**src/rtl/tsl_pkg.sv**
```systemverilog
package tsl_pkg;

   localparam int unsigned TSL_DEF_DEPTH = 32;
   localparam int unsigned TSL_DEF_LANES = 2;

   // Address width needed to index a line of the given depth.
   function automatic int unsigned tsl_addr_bits(input int unsigned depth);
      return (depth < 2) ? 1 : $clog2(depth);
   endfunction

   // True when the depth is a power of two (needed by the tree selector).
   function automatic bit tsl_is_pow2(input int unsigned depth);
      return (depth != 0) && ((depth & (depth - 1)) == 0);
   endfunction

endpackage

```
**src/rtl/tsl_lane_store.sv**
```systemverilog
module tsl_lane_store #(
   parameter int unsigned DEPTH    = tsl_pkg::TSL_DEF_DEPTH,
   parameter bit          INIT_BIT = 1'b0
) (
   input  logic             clk,
   input  logic             shift_en,
   input  logic             din,
   output logic [DEPTH-1:0] stages
);

   // Power-up value only; the storage has no reset.
   logic [DEPTH-1:0] store_q = {DEPTH{INIT_BIT}};

   always_ff @(posedge clk) begin
      if (shift_en) begin
         store_q <= {store_q[DEPTH-2:0], din};
      end
   end

   assign stages = store_q;

endmodule

```
**src/rtl/tsl_tap_mux.sv**
```systemverilog
module tsl_tap_mux #(
   parameter int unsigned DEPTH    = tsl_pkg::TSL_DEF_DEPTH,
   parameter int unsigned ADDR_W   = tsl_pkg::tsl_addr_bits(DEPTH),
   parameter bit          MUX_TREE = 1'b1
) (
   input  logic [DEPTH-1:0]  stages,
   input  logic [ADDR_W-1:0] sel,
   output logic              tap
);

   if (MUX_TREE) begin : g_tree
      // Level lv holds 2**lv nodes; level ADDR_W is the leaves.
      // Node j of level lv picks child 2j or 2j+1 by address bit ADDR_W-1-lv.
      for (genvar lv = ADDR_W; lv >= 0; lv--) begin : g_lvl
         logic [(1 << lv)-1:0] v;
         if (lv == ADDR_W) begin : g_leaf
            assign v = stages;
         end else begin : g_node
            for (genvar j = 0; j < (1 << lv); j++) begin : g_pick
               assign v[j] = sel[ADDR_W-1-lv] ? g_lvl[lv+1].v[2*j+1]
                                              : g_lvl[lv+1].v[2*j];
            end
         end
      end
      assign tap = g_lvl[0].v[0];
   end else begin : g_flat
      assign tap = stages[sel];
   end

endmodule

```
**src/rtl/tap_shift_line.sv**
```systemverilog
module tap_shift_line #(
   parameter int unsigned LANES    = tsl_pkg::TSL_DEF_LANES,
   parameter int unsigned DEPTH    = tsl_pkg::TSL_DEF_DEPTH,
   parameter bit          INIT_BIT = 1'b0,
   parameter bit          MUX_TREE = 1'b1,
   localparam int unsigned ADDR_W  = tsl_pkg::tsl_addr_bits(DEPTH)
) (
   input  logic              clk,
   input  logic              shift_en,
   input  logic [LANES-1:0]  din,
   input  logic [ADDR_W-1:0] tap_sel,
   output logic [LANES-1:0]  tap_out,
   output logic [LANES-1:0]  cascade_out
);

   localparam int unsigned LAST = DEPTH - 1;

   if (LANES < 1) begin : g_bad_lanes
      $error("tap_shift_line: LANES must be at least 1");
   end
   if (DEPTH < 2) begin : g_bad_depth
      $error("tap_shift_line: DEPTH must be at least 2");
   end
   if (!tsl_pkg::tsl_is_pow2(DEPTH)) begin : g_bad_pow2
      $error("tap_shift_line: DEPTH must be a power of two");
   end

   for (genvar ln = 0; ln < LANES; ln++) begin : g_lane
      logic [DEPTH-1:0] stages;

      tsl_lane_store #(
         .DEPTH    (DEPTH),
         .INIT_BIT (INIT_BIT)
      ) u_store (
         .clk      (clk),
         .shift_en (shift_en),
         .din      (din[ln]),
         .stages   (stages)
      );

      tsl_tap_mux #(
         .DEPTH    (DEPTH),
         .ADDR_W   (ADDR_W),
         .MUX_TREE (MUX_TREE)
      ) u_mux (
         .stages   (stages),
         .sel      (tap_sel),
         .tap      (tap_out[ln])
      );

      assign cascade_out[ln] = stages[LAST];
   end

endmodule

```
**config.mk**
```make
export PLATFORM = sky130hd
export DESIGN_NAME = tap_shift_line
export DESIGN_NICKNAME = d
export VERILOG_FILES = /design/src/rtl/tsl_pkg.sv /design/src/rtl/tsl_lane_store.sv /design/src/rtl/tsl_tap_mux.sv /design/src/rtl/tap_shift_line.sv
export SDC_FILE = /design/constraint.sdc
export NUM_CORES = 1
export LEC_CHECK = 0
export BUFFER_PORTS_ARGS = -buffer_cell sky130_fd_sc_hd__buf_4
export CORE_MARGIN = 5
export CORE_UTILIZATION = 54
export CTS_CLUSTER_DIAMETER = 120
export DETAILED_ROUTE_END_ITERATION = 16
export PLACE_DENSITY = 0.82
export SLEW_MARGIN = 20
export SYNTH_ARGS = -nofsm -noshare
export SYNTH_HDL_FRONTEND = slang
export SYNTH_SLANG_ARGS = --single-unit
```
**constraint.sdc**
```tcl
create_clock -name clk -period 1.6 [get_ports clk]
set_input_delay 0.24 -clock clk [delete_from_list [all_inputs] [get_ports clk]]
set_output_delay 0.24 -clock clk [all_outputs]
set_load 0.01 [all_outputs]
```
==> impl_metrics.tcl <==
set metrics [dict create \
    drv_cap 0 \
    n_fill_cell 304 \
    slew_violations 0 \
    period_minus_slack_ns 1.926 \
    htreeDepth 3 \
    ys_types 17 \
    core_mm2 0.004661 \
    wirelength_mm 4.308 \
    hold_viol 0 \
    seqPwrFrac 0.515 \
    clk_pin_slew_ns 0.07 \
    grt_pass1_vias 1407 \
    ys_ff_latch 64 \
    largest_register_ffs 64 \
    initial_core_util 0.5498 \
    clockRootBuffer "clkbuf_8" \
    grt_pass1_wl_mm 6.906 \
    status "complete, but fails checks" \
    synthesis.nets 149 \
    gp_congestion 0.7546 \
    final_cells 231 \
    antenna-diode-count 0 \
    hold_class "in -> reg" \
    ctsLongestPathBuffers 2 \
    r2r.worst_path.cells 1 \
    p_leak_uw 0.001180 \
    ir_worst_vdd_mv 0.7013 \
    cp_max_fo 2 \
    die-area_mm2 0.006223 \
    async_flop_share 0 \
    wl_per_cell_um 18.65 \
    netlist_instances 140 \
    ios 13 \
    synthFlopType "edfxtp_1" \
    antenna_found_initial 0 \
    die_x_um 78.89 \
    hold_buffers 0 \
    setup_ws_ns -0.3258 \
    p_clk_frac 0.416 \
    numClockSinks 64 \
    fin_worst_skew_ns 0.007874 \
    die_h_um 78.89 \
    cp.arrival_ns 1.69 \
    syn_area_per_cell_um2 18.30 \
    worst_setup_path_end_kind "primary output" \
    drive_gt1_frac 0.2655 \
    power_density_mw_per_mm2 1266 \
    dpl.cell_count 209 \
    crit_required_ns 1.36 \
    final_net_count 181 \
    critical-path-top-delay-family "flip-flops" \
    yosys_warnings 0 \
    swShare 0.2009 \
    setup_viol 2 \
    drt_iter0_drc 93 \
    cp-start-kind "flip-flop" \
    r2r_slack_ns 0.80 \
    crit_path_top_delay_cell "edfxtp_1" \
    area_delta_synth_final_pct 20.12 \
    grt_max_degree 33 \
    worstHoldPathCells 1 \
    overflow 0 \
    path_cells "mux2i_1 -> a22oi_1 -> and4b_1 -> a31oi_1 -> o311ai_2 -> buf_4" \
    numCtsBuffers 9 \
    rsz0062_at_grt "true" \
    intPower_uw 3115 \
    vias 1341 \
    yosysSeqAreaShare 0.7500 \
    netlist_area_mm2 0.002562 \
    port_buffers 12 \
    track_usage 0.1524 \
    max_stage_delay_ns 0.40 \
    synth_edf_count 64 \
    path_class "reg -> out" \
    tightest_slew_ns 0.5005 \
    rows 25 \
    power_uw 3898 \
    p_sw_uw 782.9 \
    tritoncts "built" \
    comb_power_share 0.070 \
    maxSlewHeadroom 0.6651 \
    clk_latency_ns 0.34 \
    timing.hold.ws_ns 0.08089 \
    fin_crit_sh 1.204 \
    antenna_left 0 \
    hpwl_mm 2.794 \
    drc_errors 0 \
    crit_buf_inv 1 \
    route.detailed.vias_per_inst 5.805 \
    violations "negative setup slack" \
    first_pass_iters 4 \
    crit_cells 6 \
    fmax_mhz 519.3 \
]
[cells in the mapped netlist, types with 2 or more instances]
library cell / n / area, µm²
a21oi_1: 2 / 10.01
a22oi_1: 14 / 105.1
a31oi_1: 2 / 12.51
and4b_1: 2 / 20.02
buf_4: 4 / 30.03
buf_6: 3 / 33.78
clkbuf_1: 2 / 7.510
edfxtp_1: 64 / 1922
mux2i_1: 32 / 320.3
nand2_1: 5 / 18.77
nand4b_1: 2 / 17.52
nor2b_1: 2 / 12.51
o311ai_1: 2 / 17.52
[logic make-up (layout without fill, tap and decap cells)]
kind of cell,count (synthesis),count (layout),share of synthesized area
and+or+nand+nor,13,13,0.03076
buffers and inverters,11,48,0.03760
muxes,32,32,0.1250
DFF,64,64,0.7500
AOI/OAI and AO/OA,20,20,0.05664
[layer usage]
metal	wire (µm)	global-route usage	vias to the layer above
li1	-	-	624
met1	2000	0.1944	678
met2	2060	0.2326	31
met3	175	0.04649	8
met4	72	0.08591	0
met5	0	0	-
[power by group through the flow]
stage          Clock [µW]  Sequential (µW)  Combinational [µW]
6_report             1620             2010                 273
3_3_place_gp            0             2030                 249
4_1_cts              1640             2010                 262
2_1_floorplan           0             2020                 148
3_5_place_dp            0             2040                 256
5_1_grt              1720             2020                 294
[per-stage QoR]
stage / utilization / setup WS [ns] / instance area (µm²) / setup TNS, ns
final: 0.6604 / -0.3258 / 3078 / -0.6260
after global routing: 0.6604 / -0.4316 / 3078 / -0.8533
after CTS: 0.6523 / -0.3083 / 3040 / -0.6069
after detailed placement: 0.5989 / -0.1804 / 2791 / -0.3437
after global placement: 0.5989 / -0.09899 / 2791 / -0.1961
after floorplan: - / 0.06146 / 2562 / 0
[final cells by class]
| class | count | area [µm²] | area share |
|---|---|---|---|
| flip-flops and latches | 64 | 1922 | 0.6244 |
| repair buffers | 32 | 302.8 | 0.09837 |
| well taps | 54 | 67.56 | 0.02195 |
| multi-input cells | 65 | 551.8 | 0.1793 |
| clock buffers | 9 | 123.9 | 0.04024 |
| clock inverters | 7 | 110.1 | 0.03577 |
[cells in the final DEF (no fill, tap or decap)]
| cell | n |
|---|---|
| clkinvlp_4 | 1 |
| nor2b_1 | 2 |
| edfxtp_1 | 64 |
| o311ai_1 | 1 |
| buf_4 | 27 |
| and2_1 | 1 |
| a21oi_1 | 2 |
| nor2_1 | 1 |
| nand4b_1 | 2 |
| and4b_1 | 2 |
| o311ai_2 | 1 |
| clkinv_1 | 2 |
| a31oi_1 | 2 |
| bufinv_16 | 3 |
| clkbuf_8 | 9 |
| clkinv_2 | 1 |
| nand2_1 | 5 |
| mux2i_1 | 32 |
| buf_12 | 5 |
| a22oi_1 | 14 |
[path summary, 6_finish.rpt]
path,start,endpoint
min reg2reg,g_lane[0].u_store.stages[16],g_lane[0].u_store.stages[17]
max reg2reg,g_lane[1].u_store.stages[11],g_lane[1].u_store.stages[12]
min,din[0],g_lane[0].u_store.stages[0]
max,g_lane[1].u_store.stages[11],tap_out[1]
[timing repair]
action                                  4_1_cts  5_1_grt
pin swaps                                     0        3
setup buffers                                 2        4
endpoints found under the setup margin        2        2
gates resized for setup                       0        1
cloned                                        0        0
Note: power is estimated with default switching activity, not from simulation.
